## config.mk

```make
export PLATFORM = sky130hd
export DESIGN_NAME = pfgate_top
export DESIGN_NICKNAME = d
export VERILOG_FILES = /design/src/rtl/pfgate_pkg.sv /design/src/rtl/pfgate_ctrl.sv /design/src/rtl/pfgate_dp.sv /design/src/rtl/pfgate_top.sv
export SDC_FILE = /design/constraint.sdc
export NUM_CORES = 1
export LEC_CHECK = 0
export ABC_CLOCK_PERIOD_IN_PS = 6630
export BUFFER_PORTS_ARGS = -buffer_cell sky130_fd_sc_hd__buf_2
export CAP_MARGIN = 20
export CORE_MARGIN = 2
export CORE_UTILIZATION = 55
export CTS_CLUSTER_DIAMETER = 40
export DETAILED_ROUTE_END_ITERATION = 10
export GPL_ROUTABILITY_DRIVEN = 0
export GPL_TIMING_DRIVEN = 0
export HOLD_SLACK_MARGIN = 0.12
export PLACE_DENSITY_LB_ADDON = 0.25
export SYNTH_ARGS = -nofsm -noshare
export SYNTH_HDL_FRONTEND = slang
export SYNTH_SLANG_ARGS = --single-unit
```

## constraint.sdc

```tcl
create_clock -name clk -period 6.63 [get_ports clk]
set_input_delay 1.326 -clock clk [delete_from_list [all_inputs] [get_ports clk]]
set_output_delay 1.326 -clock clk [all_outputs]
set_load 0.01 [all_outputs]
```

## src/rtl/pfgate_pkg.sv

```systemverilog
package pfgate_pkg;

  typedef enum logic [2:0] {
    MODE_DESELECT,
    MODE_IDLE,
    MODE_READ,
    MODE_WRITE,
    MODE_LOCKED
  } busMode_t;

  typedef struct packed {
    logic ramSel;
    logic ramRead;
    logic ramWrite;
    logic regWrite;
    logic busDrive;
  } strobe_t;

endpackage

```

## src/rtl/pfgate_ctrl.sv

```systemverilog
module pfgate_ctrl #(
  parameter int SYNC_STAGES = 2
) (
  input  logic                clk,
  input  logic                rstN,
  input  logic                powerFail,
  input  logic                hostCeN,
  input  logic                hostOeN,
  input  logic                hostWeN,
  input  logic                regHit,
  output pfgate_pkg::strobe_t strobes
);
  import pfgate_pkg::*;

  logic [SYNC_STAGES-1:0] syncQ;
  logic pfSync;
  logic ceQ, oeQ, weQ;
  logic lockedQ;
  busMode_t mode;

  // power-fail synchronizer
  always_ff @(posedge clk or negedge rstN) begin
    if (!rstN) syncQ <= '0;
    else       syncQ <= {syncQ[SYNC_STAGES-2:0], powerFail};
  end
  assign pfSync = syncQ[SYNC_STAGES-1];

  // host strobe sampling
  always_ff @(posedge clk or negedge rstN) begin
    if (!rstN) begin
      ceQ <= 1'b1;
      oeQ <= 1'b1;
      weQ <= 1'b1;
    end else begin
      ceQ <= hostCeN;
      oeQ <= hostOeN;
      weQ <= hostWeN;
    end
  end

  // lockout moves only while the host is deselected
  always_ff @(posedge clk or negedge rstN) begin
    if (!rstN)    lockedQ <= 1'b1;
    else if (ceQ) lockedQ <= pfSync;
  end

  always_comb begin
    if (ceQ)          mode = MODE_DESELECT;
    else if (lockedQ) mode = MODE_LOCKED;
    else if (!weQ)    mode = MODE_WRITE;
    else if (!oeQ)    mode = MODE_READ;
    else              mode = MODE_IDLE;
  end

  always_comb begin
    strobes          = '0;
    strobes.ramSel   = (mode == MODE_READ || mode == MODE_WRITE || mode == MODE_IDLE) && !regHit;
    strobes.ramRead  = (mode == MODE_READ) && !regHit;
    strobes.ramWrite = (mode == MODE_WRITE) && !regHit;
    strobes.regWrite = (mode == MODE_WRITE) && regHit;
    strobes.busDrive = (mode == MODE_READ);
  end

  a_r8_lock_quiet: assert property (@(posedge clk) disable iff (!rstN)
    lockedQ |-> !strobes.ramSel && !strobes.busDrive && !strobes.regWrite);

  a_r10_lock_moves_deselected: assert property (@(posedge clk) disable iff (!rstN)
    !$stable(lockedQ) |-> $past(ceQ));

  a_r5_write_no_drive: assert property (@(posedge clk) disable iff (!rstN)
    !weQ |-> !strobes.busDrive);

  a_r7_top_no_ram: assert property (@(posedge clk) disable iff (!rstN)
    regHit |-> !strobes.ramSel);

  a_r2_deselect_quiet: assert property (@(posedge clk) disable iff (!rstN)
    ceQ |-> (strobes == '0));

endmodule

```

## src/rtl/pfgate_dp.sv

```systemverilog
module pfgate_dp #(
  parameter int ADDR_W  = 19,
  parameter int DATA_W  = 8,
  parameter int REG_CNT = 16
) (
  input  logic                clk,
  input  logic                rstN,
  input  logic [ADDR_W-1:0]   hostAddr,
  input  logic [DATA_W-1:0]   hostWrData,
  input  logic [DATA_W-1:0]   ramRdData,
  input  pfgate_pkg::strobe_t strobes,
  output logic                regHit,
  output logic [DATA_W-1:0]   hostRdData
);
  localparam int REG_AW = $clog2(REG_CNT);
  localparam int HI_W   = ADDR_W - REG_AW;

  logic [ADDR_W-1:0] addrQ;
  logic [DATA_W-1:0] dataQ;
  logic [DATA_W-1:0] regQ [REG_CNT];
  logic [REG_AW-1:0] regIdx;

  always_ff @(posedge clk or negedge rstN) begin
    if (!rstN) begin
      addrQ <= '0;
      dataQ <= '0;
    end else begin
      addrQ <= hostAddr;
      dataQ <= hostWrData;
    end
  end

  assign regIdx = addrQ[REG_AW-1:0];
  assign regHit = (addrQ[ADDR_W-1:REG_AW] == {HI_W{1'b1}});

  always_ff @(posedge clk or negedge rstN) begin
    if (!rstN) begin
      for (int i = 0; i < REG_CNT; i++) regQ[i] <= '0;
    end else if (strobes.regWrite) begin
      regQ[regIdx] <= dataQ;
    end
  end

  assign hostRdData = regHit ? regQ[regIdx] : ramRdData;

  for (genvar g = 0; g < REG_CNT; g++) begin : gRegChk
    localparam logic [REG_AW-1:0] IDX = REG_AW'(g);
    a_r8_reg_write_only: assert property (@(posedge clk) disable iff (!rstN)
      !$stable(regQ[g]) |-> $past(strobes.regWrite) && ($past(regIdx) == IDX));
  end

endmodule

```

## src/rtl/pfgate_top.sv

```systemverilog
module pfgate_top #(
  parameter int ADDR_W      = 19,
  parameter int DATA_W      = 8,
  parameter int REG_CNT     = 16,
  parameter int SYNC_STAGES = 2
) (
  input  logic              clk,
  input  logic              rstN,
  input  logic              powerFail,
  input  logic              hostCeN,
  input  logic              hostOeN,
  input  logic              hostWeN,
  input  logic [ADDR_W-1:0] hostAddr,
  input  logic [DATA_W-1:0] hostWrData,
  output logic [DATA_W-1:0] hostRdData,
  output logic              hostDataOe,
  output logic              ramCeN,
  output logic              ramOeN,
  output logic              ramWeN,
  input  logic [DATA_W-1:0] ramRdData
);
  pfgate_pkg::strobe_t strobes;
  logic regHit;

  pfgate_ctrl #(.SYNC_STAGES(SYNC_STAGES)) uCtrl (
    .clk(clk), .rstN(rstN), .powerFail(powerFail),
    .hostCeN(hostCeN), .hostOeN(hostOeN), .hostWeN(hostWeN),
    .regHit(regHit), .strobes(strobes)
  );

  pfgate_dp #(.ADDR_W(ADDR_W), .DATA_W(DATA_W), .REG_CNT(REG_CNT)) uDp (
    .clk(clk), .rstN(rstN), .hostAddr(hostAddr), .hostWrData(hostWrData),
    .ramRdData(ramRdData), .strobes(strobes), .regHit(regHit),
    .hostRdData(hostRdData)
  );

  assign ramCeN     = ~strobes.ramSel;
  assign ramOeN     = ~strobes.ramRead;
  assign ramWeN     = ~strobes.ramWrite;
  assign hostDataOe = strobes.busDrive;

  a_r3_drive_needs_select: assert property (@(posedge clk) disable iff (!rstN)
    hostDataOe |-> !hostOeN || !$stable(hostOeN) || $past(!hostOeN));

endmodule

```

==> PnR_summary.wiki, run 1 <==
{| class="wikitable"
! Metric !! Value
|-
| Arrival time at the worst endpoint || approximately 2900 ps
|-
| Tot GR Track Use || 24.1%
|-
| Critical path startpoint category || register
|-
| Number of buffers added for setup after CTS || 0
|-
| Post-cts resize count || 0
|-
| Die outline area || 0.0138 sq mm
|-
| Clock period minus final worst setup slack || 4220 ps
|-
| Post-detailed-route count of antenna-violating nets || 0
|-
| Most frequent cell on the critical path || clkbuf_1
|-
| Via count || 4001
|-
| Synthesized area per cell || 16.6 sq um
|-
| DRC Markers || 0
|-
| Wire length after detailed routing || ~15000 um
|-
| Timing-limited maximum frequency || 237 MHz
|-
| Beginning of the critical path || uDp.addrQ[3]
|-
| Vias per cell || 5.82
|-
| Number of warnings reported in the yosys synthesis log || 0
|-
| Final Worst Setup Slack || 2410 ps
|-
| Master cell of the clock root buffer || clkbuf_16
|-
| Footprint of the multi-input gates || between 0.002 and 0.003 sq mm
|-
| Area used by sequential logic in the layout || just over 0.004 sq mm
|-
| Max-slew violation count || 0
|-
| Fin Clk Skew || 9.93 ps
|-
| Cell-by-cell listing of the critical path || clkbuf_1, clkbuf_1, mux4_2, mux2_2, nand3_1, o211ai_1, buf_2
|-
| Family of cells with the greatest summed delay on the critical path || buffers and inverters
|-
| Type of the most critical hold path || register to register
|-
| Worst-path cell with the longest stage delay || clkbuf_1
|-
| CTS Sinks || 161
|-
| Final setup violation count || 0
|-
| Chip height || 117 um
|-
| Layout net count || 544
|-
| Number of fill cells in the layout || 901
|-
| CTS Hold Buffers Added || 0
|-
| Number of top-level pins || 53
|-
| Net count of the mapped netlist || between 400 and 500
|-
| Setup total negative slack || 0 ps
|-
| Power per unit of standard cell area || ~260 mW/mm^2
|-
| Rows || slightly above 40
|-
| Remaining global-route overflow || 0
|-
| Maximum vdd ir drop || around 0.18 mV
|-
| Clock latency reported for the late side of the worst-skew pair || 430 ps
|-
| Die Wd || 117 um
|-
| Iter 0 DRT Violations || 195
|-
| Mapped Area || 0.00707 sq mm
|-
| Pin count of the biggest net entering global routing || between 80 and 90
|-
| Area growth from synthesis to layout || 16.6%
|-
| Post-Synthesis Cells || between 400 and 500
|-
| Initial antenna violation count || 0
|-
| I/O Buffers || 52
|-
| Post-route fraction of the period consumed by the critical path || approximately 64%
|-
| Placed wire-length estimate after detailed placement || 10200 um
|-
| Antenna cell count || 0
|-
| Initial core utilization || 56.2%
|-
| R2r startpoint || uCtrl.lockedQ
|-
| Final number of hold-violating endpoints || 0
|-
| Distinct cell type count after synthesis || 24
|-
| Place WS || 2860 ps
|-
| Largest stage delay on the critical path || 660 ps
|-
| First-pass GRT wire length || 24700 um
|-
| Post-synthesis sequential element count || 161
|-
| Buffers & Inverters on Critical Path || 3
|-
| Share of cells above drive strength 1 || 56.5%
|-
| Hold_sp || uCtrl.syncQ[0]
|-
| Critical Path RT || 5300 ps
|-
| Unrepaired setup endpoints after global routing || no
|-
| Vias in the first global route || 4289
|-
| CTS tree || done
|-
| Max-cap violations || 0
|-
| Area of the placeable core || 0.0126 sq mm
|-
| Critical Path Fanout Max || 10
|-
| CTS clk-pin slew, worst paths || 60 ps
|-
| Sequential area share after synthesis || a little under three fifths
|-
| Nature of the critical path endpoint || output pin
|-
| Worst-margin pin slew || 913 ps
|-
| LEAKAGE || 3.95 nW
|-
| Total number of H-tree levels || 4
|-
| Number of clock buffers inserted by TritonCTS || 17
|-
| Slew HR || 39.1%
|-
| Run status || completed
|-
| Clock Path Buffers || 2
|-
| DR pass1 iterations || 4
|-
| Average routed wire per standard cell || 22.4 um
|-
| Setup Crit Path Kind || register to output pin
|}
==> worst register-to-register path: cells and delay by family (launching register included) <==
kind          cells  cell delay (ps)
simple gates      3             1300
mux               1              420
flops             1              380
buf+inv           1              290
==> Yosys cell counts (all sizes together) <==
library cell | instances | share of area [%]
dfrtp | 157 | 56
mux2 | 137 | 22
mux4 | 32 | 10
nor4 | 16 | 4.1
clkbuf | 15 | 0.80
buf | 11 | 0.99
nand2 | 11 | 0.58
nand3 | 9 | 0.64
mux2i | 8 | 1.1
o211ai | 8 | 0.85
nand2b | 5 | 0.44
dfstp | 4 | 1.5
and4 | 3 | 0.37
or2 | 3 | 0.27
and4b | 1 | 0.14
nand4 | 1 | 0.18
nand4b | 1 | 0.12
nor3 | 1 | 0.071
nor4b | 1 | 0.12
or3 | 1 | 0.089
==> logic make-up after synthesis <==
logic type / after synthesis / share of synthesized area [%]
AO/OA/AOI/OAI: 8 / 0.850
buffers and inverters: 26 / 1.79
flip-flops: 161 / 57.1
multiplexers: 177 / 33.2
AND/OR/NAND/NOR: 53 / 7.10
==> metal layers <==
layer / track usage, % / part of all wire, % / vias up
li1: - / - / 1754
met1: 32.5 / 44 / 2140
met2: 37.9 / 49 / 85
met3: 6.13 / 4.6 / 22
met4: 9.41 / 2.3 / 0
met5: 0 / 0 / -
==> path summary, 6_finish.rpt <==
check                                 endpoint  slack [ps]  depth (start not counted)
worst min-delay path            uCtrl.syncQ[1]         370                          0
worst max register to register    uDp.regQ[10]        4120                          5
worst max-delay path             hostRdData[4]        2410                          7
max in group asynchronous        uDp.addrQ[15]        4840                          2
min in group asynchronous        uDp.regQ[111]         940                          1
worst min register to register  uCtrl.syncQ[1]         370                          0
==> registers in the layout (all words and copies together) (netlist names) <==
signal	count
uCtrl.weQ	1
uCtrl.oeQ	1
uDp.regQ	128
uCtrl.syncQ	2
uCtrl.ceQ	1
uDp.addrQ	19
uDp.dataQ	8
uCtrl.lockedQ	1
==> per-stage QoR <==
step           hold WS, ps  cell area (sq um)  power [mW]  utilization (%)  cells
4_1_cts                363               8220        2.14             65.4    684
3_5_place_dp           350               7600        1.12             60.4    653
5_1_grt                373               8240        2.19             65.5    687
6_report               366               8240        2.12             65.5    687
2_1_floorplan          331               7070        1.06                -    425
3_3_place_gp           340               7540        1.11             60.0    649
==> cell usage in the layout (no fill, tap or decap) <==
| cell type | instances |
|---|---|
| dfstp_2 | 4 |
| buf_6 | 3 |
| mux2i_1 | 8 |
| nand4b_1 | 1 |
| or3_1 | 1 |
| nand2_1 | 11 |
| nand4_2 | 1 |
| and4b_1 | 1 |
| clkinv_2 | 5 |
| dfrtp_1 | 157 |
| clkinv_4 | 1 |
| or2_2 | 3 |
| nor3_1 | 1 |
| clkbuf_16 | 17 |
| buf_16 | 1 |
| mux4_2 | 32 |
| nand3_1 | 9 |
| buf_2 | 56 |
| clkinvlp_4 | 1 |
| nor4_4 | 10 |
| buf_1 | 2 |
| clkbuf_1 | 16 |
| bufinv_16 | 4 |
| nor4_2 | 6 |
| nor4b_1 | 1 |
| clkbuf_8 | 2 |
| buf_4 | 8 |
| o211ai_1 | 8 |
| nand2b_1 | 5 |
| mux2_2 | 137 |
| and4_1 | 3 |
==> layout make-up <==
type                            count  share of cell area (%)
Buffer                             26                    1.53
Multi-Input combinational cell    238                    35.3
Clock buffer                       20                    5.54
Tap cell                          172                    2.61
Timing Repair Buffer               59                    4.12
Sequential cell                   161                    49.0
Clock inverter                     11                    1.96
==> report_power, final <==
group	internal (mW)	switching, mW
logic	0.0311	0.0620
registers	0.994	0.00992
clock network	0.645	0.378
total	1.67	0.450
Power figures use the tool's default switching activity.
==> run 2: changes to the inputs <==
- ABC_AREA: default -> 1
- ABC_CLOCK_PERIOD_IN_PS: 6630 -> 3600
- clock period: 6.63 -> 3.6 ns (I/O delays scaled with it)
==> run 2 against run 1 <==
Net effect: via count increased by 89%; sequential cell count unchanged; routed wire length increased by 50%; die area increased by 9.5%; largest cell class unchanged; clock power increased by 89%; first-iteration DRC count increased to 5.2 times the previous value; sequential share of layout area decreased by 3.7 points; register-to-register slack got worse by 2900 ps; total power increased by 89%; critical path depth increased by 5; final cell count increased by 86%; worst setup slack got worse by 2200 ps.
==> PnR_summary.wiki, run 2 <==
{| class="wikitable"
! Metric !! Value
|-
| Run status || completed
|-
| Vias per cell || 5.92 (+1.6%)
|-
| Fin Clk Skew || 6.73 ps (-3.20 ps)
|-
| Max-cap violations || 0 (unchanged)
|-
| Net count of the mapped netlist || 1054 (+130%)
|-
| Worst-margin pin slew || 863 ps (-50.0 ps)
|-
| Number of instances in the placed design || 1246 (+91%)
|-
| Number of enable flip-flop cells after synthesis || 0 (unchanged)
|-
| Initial core utilization || 56.1% (-0.10 points)
|-
| Sequential area share after synthesis || 52.0% (-5.1 points)
|-
| Post-cts resize count || 0 (unchanged)
|-
| Critical Path Fanout Max || 10 (unchanged)
|-
| Met2 Resource Use GR || 46.7% (+8.8 points)
|-
| DR pass1 iterations || 6 (+2)
|-
| CTS Sinks || 161 (unchanged)
|-
| Setup Crit Path Kind || register to output pin
|-
| CTS tree || done
|-
| Average routed wire per standard cell || 18.1 um (-19%)
|-
| CTS clk-pin slew, worst paths || 70 ps (about the same)
|-
| Most common library cell in the layout ignoring fill and taps || nand2_1
|-
| DRC Markers || 0 (unchanged)
|-
| Max-slew violation count || 0 (unchanged)
|-
| Iter 0 DRT Violations || 1019 (+420%)
|-
| Master cell of the clock root buffer || clkbuf_16
|-
| Distinct cell type count after synthesis || 16 (-33%)
|-
| Worst R2R Setup Slack || 1200 ps (-2920 ps)
|-
| Number of fill cells in the layout || 1205 (+34%)
|-
| I/O Buffers || 52 (unchanged)
|-
| Clock Path Buffers || 2 (unchanged)
|-
| Most frequent cells after synthesis || nand2_1 (529), dfrtp_1 (157), nand4_1 (137)
|-
| Most frequent cells in the layout || nand2_1 (529), dfrtp_1 (157), nand4_1 (137)
|-
| Fraction of registers with async set/reset || 100% (unchanged)
|-
| Nature of the critical path endpoint || output pin
|-
| Number of warnings reported in the yosys synthesis log || 0 (unchanged)
|-
| Power per unit of standard cell area || 450 mW/mm^2 (+75%)
|-
| Final number of hold-violating endpoints || 0 (unchanged)
|-
| Leading register cell type out of synthesis || dfrtp_1
|-
| Most Used Layer, Global Route || met1
|-
| Clock period minus final worst setup slack || 3340 ps
|-
| Register with the most flip-flops || uDp.regQ
|-
| Vias in the first global route || 6882 (+60%)
|-
| Largest register FFs || 128 (unchanged)
|-
| Pin count of the biggest net entering global routing || 102 (+21%)
|-
| Most frequent cell on the critical path || nand2_1
|-
| Number of buffers added for setup after CTS || 0 (unchanged)
|-
| Beginning of the critical path || uDp.addrQ[0]
|-
| Area of the placeable core || 0.0138 sq mm (+10%)
|-
| Leading cell type by number of instances after synthesis || nand2_1
|-
| Timing-limited maximum frequency || 299 MHz
|-
| Total number of H-tree levels || 4 (unchanged)
|-
| Rows || 43 (+4.9%)
|-
| Antenna cell count || 0 (unchanged)
|-
| Cell-by-cell listing of the critical path || inv_1, buf_2, buf_1, nand2_1, nand2_1, nand2_1, nand2_1, nand2_1, nand3_1, nor2_1, nor2_1, buf_2
|-
| Number of clock buffers inserted by TritonCTS || 17 (unchanged)
|-
| Final setup violation count || 0 (unchanged)
|-
| GR Layer Usage met1 || 46.7% (+14 points)
|-
| Largest regs || uDp.regQ: 128 flops, uDp.addrQ: 19 flops, uDp.dataQ: 8 flops
|-
| Layout net count || 1126 (+110%)
|-
| Largest stage delay on the critical path || 520 ps (-140 ps)
|-
| Tot GR Track Use || 32.4% (+8.3 points)
|-
| Wire length after detailed routing || 23100 um (+50%)
|-
| CTS Hold Buffers Added || 0 (unchanged)
|-
| Synthesized area per cell || 7.66 sq um (-54%)
|-
| Area growth from synthesis to layout || 14.8%
|-
| R2r startpoint || uDp.addrQ[14]
|-
| Number of top-level pins || 53 (unchanged)
|-
| Initial antenna violation count || 1 (+1)
|-
| Leading cell types by total area after synthesis || dfrtp_1 (51%), nand2_1 (26%), nand4_1 (11%)
|-
| Unrepaired setup endpoints after global routing || no
|-
| Post-detailed-route count of antenna-violating nets || 0 (unchanged)
|-
| Remaining global-route overflow || 0 (unchanged)
|-
| Share of cells above drive strength 1 || 11.9% (-45 points)
|-
| Post-Synthesis Cells || 1013 (+140%)
|-
| Area fraction of the dominant cell type after synthesis || 50.6% (-5.0 points)
|-
| Critical Path RT || 2880 ps (-2420 ps)
|-
| Type of the most critical hold path || input pin to async pin
|-
| Global routing met3 resource utilization || 7.62% (+1.5 points)
|-
| Setup total negative slack || 0 ps (unchanged)
|-
| Worst Reg2Reg Path Length in Cells || 8 (+3)
|-
| Mapped Area || 0.00776 sq mm (+9.8%)
|-
| Arrival time at the worst endpoint || 2620 ps (-270 ps)
|-
| LEAKAGE || 4.78 nW (+21%)
|-
| Via count || 7563 (+89%)
|-
| Maximum vdd ir drop || 0.394 mV (+120%)
|-
| Chip height || 123 um (+4.6%)
|-
| Clock latency reported for the late side of the worst-skew pair || 440 ps (about the same)
|-
| First-pass GRT wire length || 36400 um (+48%)
|-
| Post-route fraction of the period consumed by the critical path || between 90% and 100%
|-
| Post-synthesis sequential element count || 161 (unchanged)
|-
| Critical path startpoint category || register
|-
| Die Wd || 123 um (+4.6%)
|-
| Slew HR || 42.4% (+3.3 points)
|-
| Worst reg2reg endpoint || uDp.regQ[3]
|-
| Placed wire-length estimate after detailed placement || 15400 um (+50%)
|-
| Worst-path cell with the longest stage delay || buf_1
|-
| Buffers & Inverters on Critical Path || 4 (+1)
|-
| Family of cells with the greatest summed delay on the critical path || buffers and inverters
|-
| Die outline area || 0.0151 sq mm (+9.5%)
|-
| Final instance count without filler cells || 1278 (+86%)
|-
| Yosys top cell by area || dfrtp_1
|}
[run 2: cell types whose count changed after synthesis, sizes merged, moves of 5 or more]
cell and change:
nand2 +518, mux2 -137, nand4 +136, nor2 +48, nand3 +47, mux4 -32, clkbuf +30, nor4 -16
buf +15, inv +8, mux2i -8, o211ai -8, nand2b -5
[run 2: routing by layer]
metal | routed length, um | up-vias | part of all wire (%)
met5 | 23 | - | 0.10
met4 | 812 | 2 | 3.5
met3 | 2660 | 79 | 12
met2 | 10200 | 498 | 44
met1 | 9410 | 3503 | 41
li1 | - | 3481 | -
[run 2: worst register-to-register path, stage by stage, from the launching register on]
cell and delay [ps]:
dfrtp_1 330, nand2_1 50, nor2_1 130, nand4_1 130, nor2_2 380, clkbuf_1 560
nand3_1 470, nand2_1 170, nand2_1 60
[run 2: worst max-delay path by stage]
stage | to | depth (start not counted) | slack [ps]
after floorplan | hostRdData[5] | 11 | 1450
after global placement | uDp.regQ[18] | 1 | -570
after detailed placement | hostRdData[2] | 12 | 790
after CTS | hostRdData[2] | 12 | 310
after global routing | hostRdData[2] | 12 | 100
final | hostRdData[2] | 12 | 260
[run 2: cell type report]
type,count,area (sq um),share of cell area (%)
flip-flops and latches,161,4030,45.3
multi-input cells,772,3400,38.2
clock buffers,17,425,4.77
repair buffers,53,294,3.30
plain buffers,71,289,3.24
well taps,180,225,2.53
clock inverters,15,206,2.32
inverters,9,33.8,0.379
[run 2: cell families after synthesis]
logic type	share of synthesized area (%)
simple gates	43.8
compound gates	0.0644
flops	52.0
buf+inv	4.16
[run 2: through the flow]
step	power, mW	hold WS, ps	instance area (sq um)	utilization [%]	setup WS (ps)
2_1_floorplan	1.98	331	7760	-	1450
3_3_place_gp	2.10	335	8240	59.6	-567
3_5_place_dp	2.11	340	8280	59.9	794
4_1_cts	4.02	270	8910	64.4	310
5_1_grt	4.13	298	8910	64.4	103
6_report	4.01	251	8910	64.4	257
[run 2: report_power, final]
group / internal (mW) / leakage (nW) / switching (mW)
Clock: 1.07 / 0.312 / 0.854
Combinational: 0.0470 / 2.29 / 0.192
Sequential: 1.83 / 2.17 / 0.0105
Total: 2.95 / 4.78 / 1.06
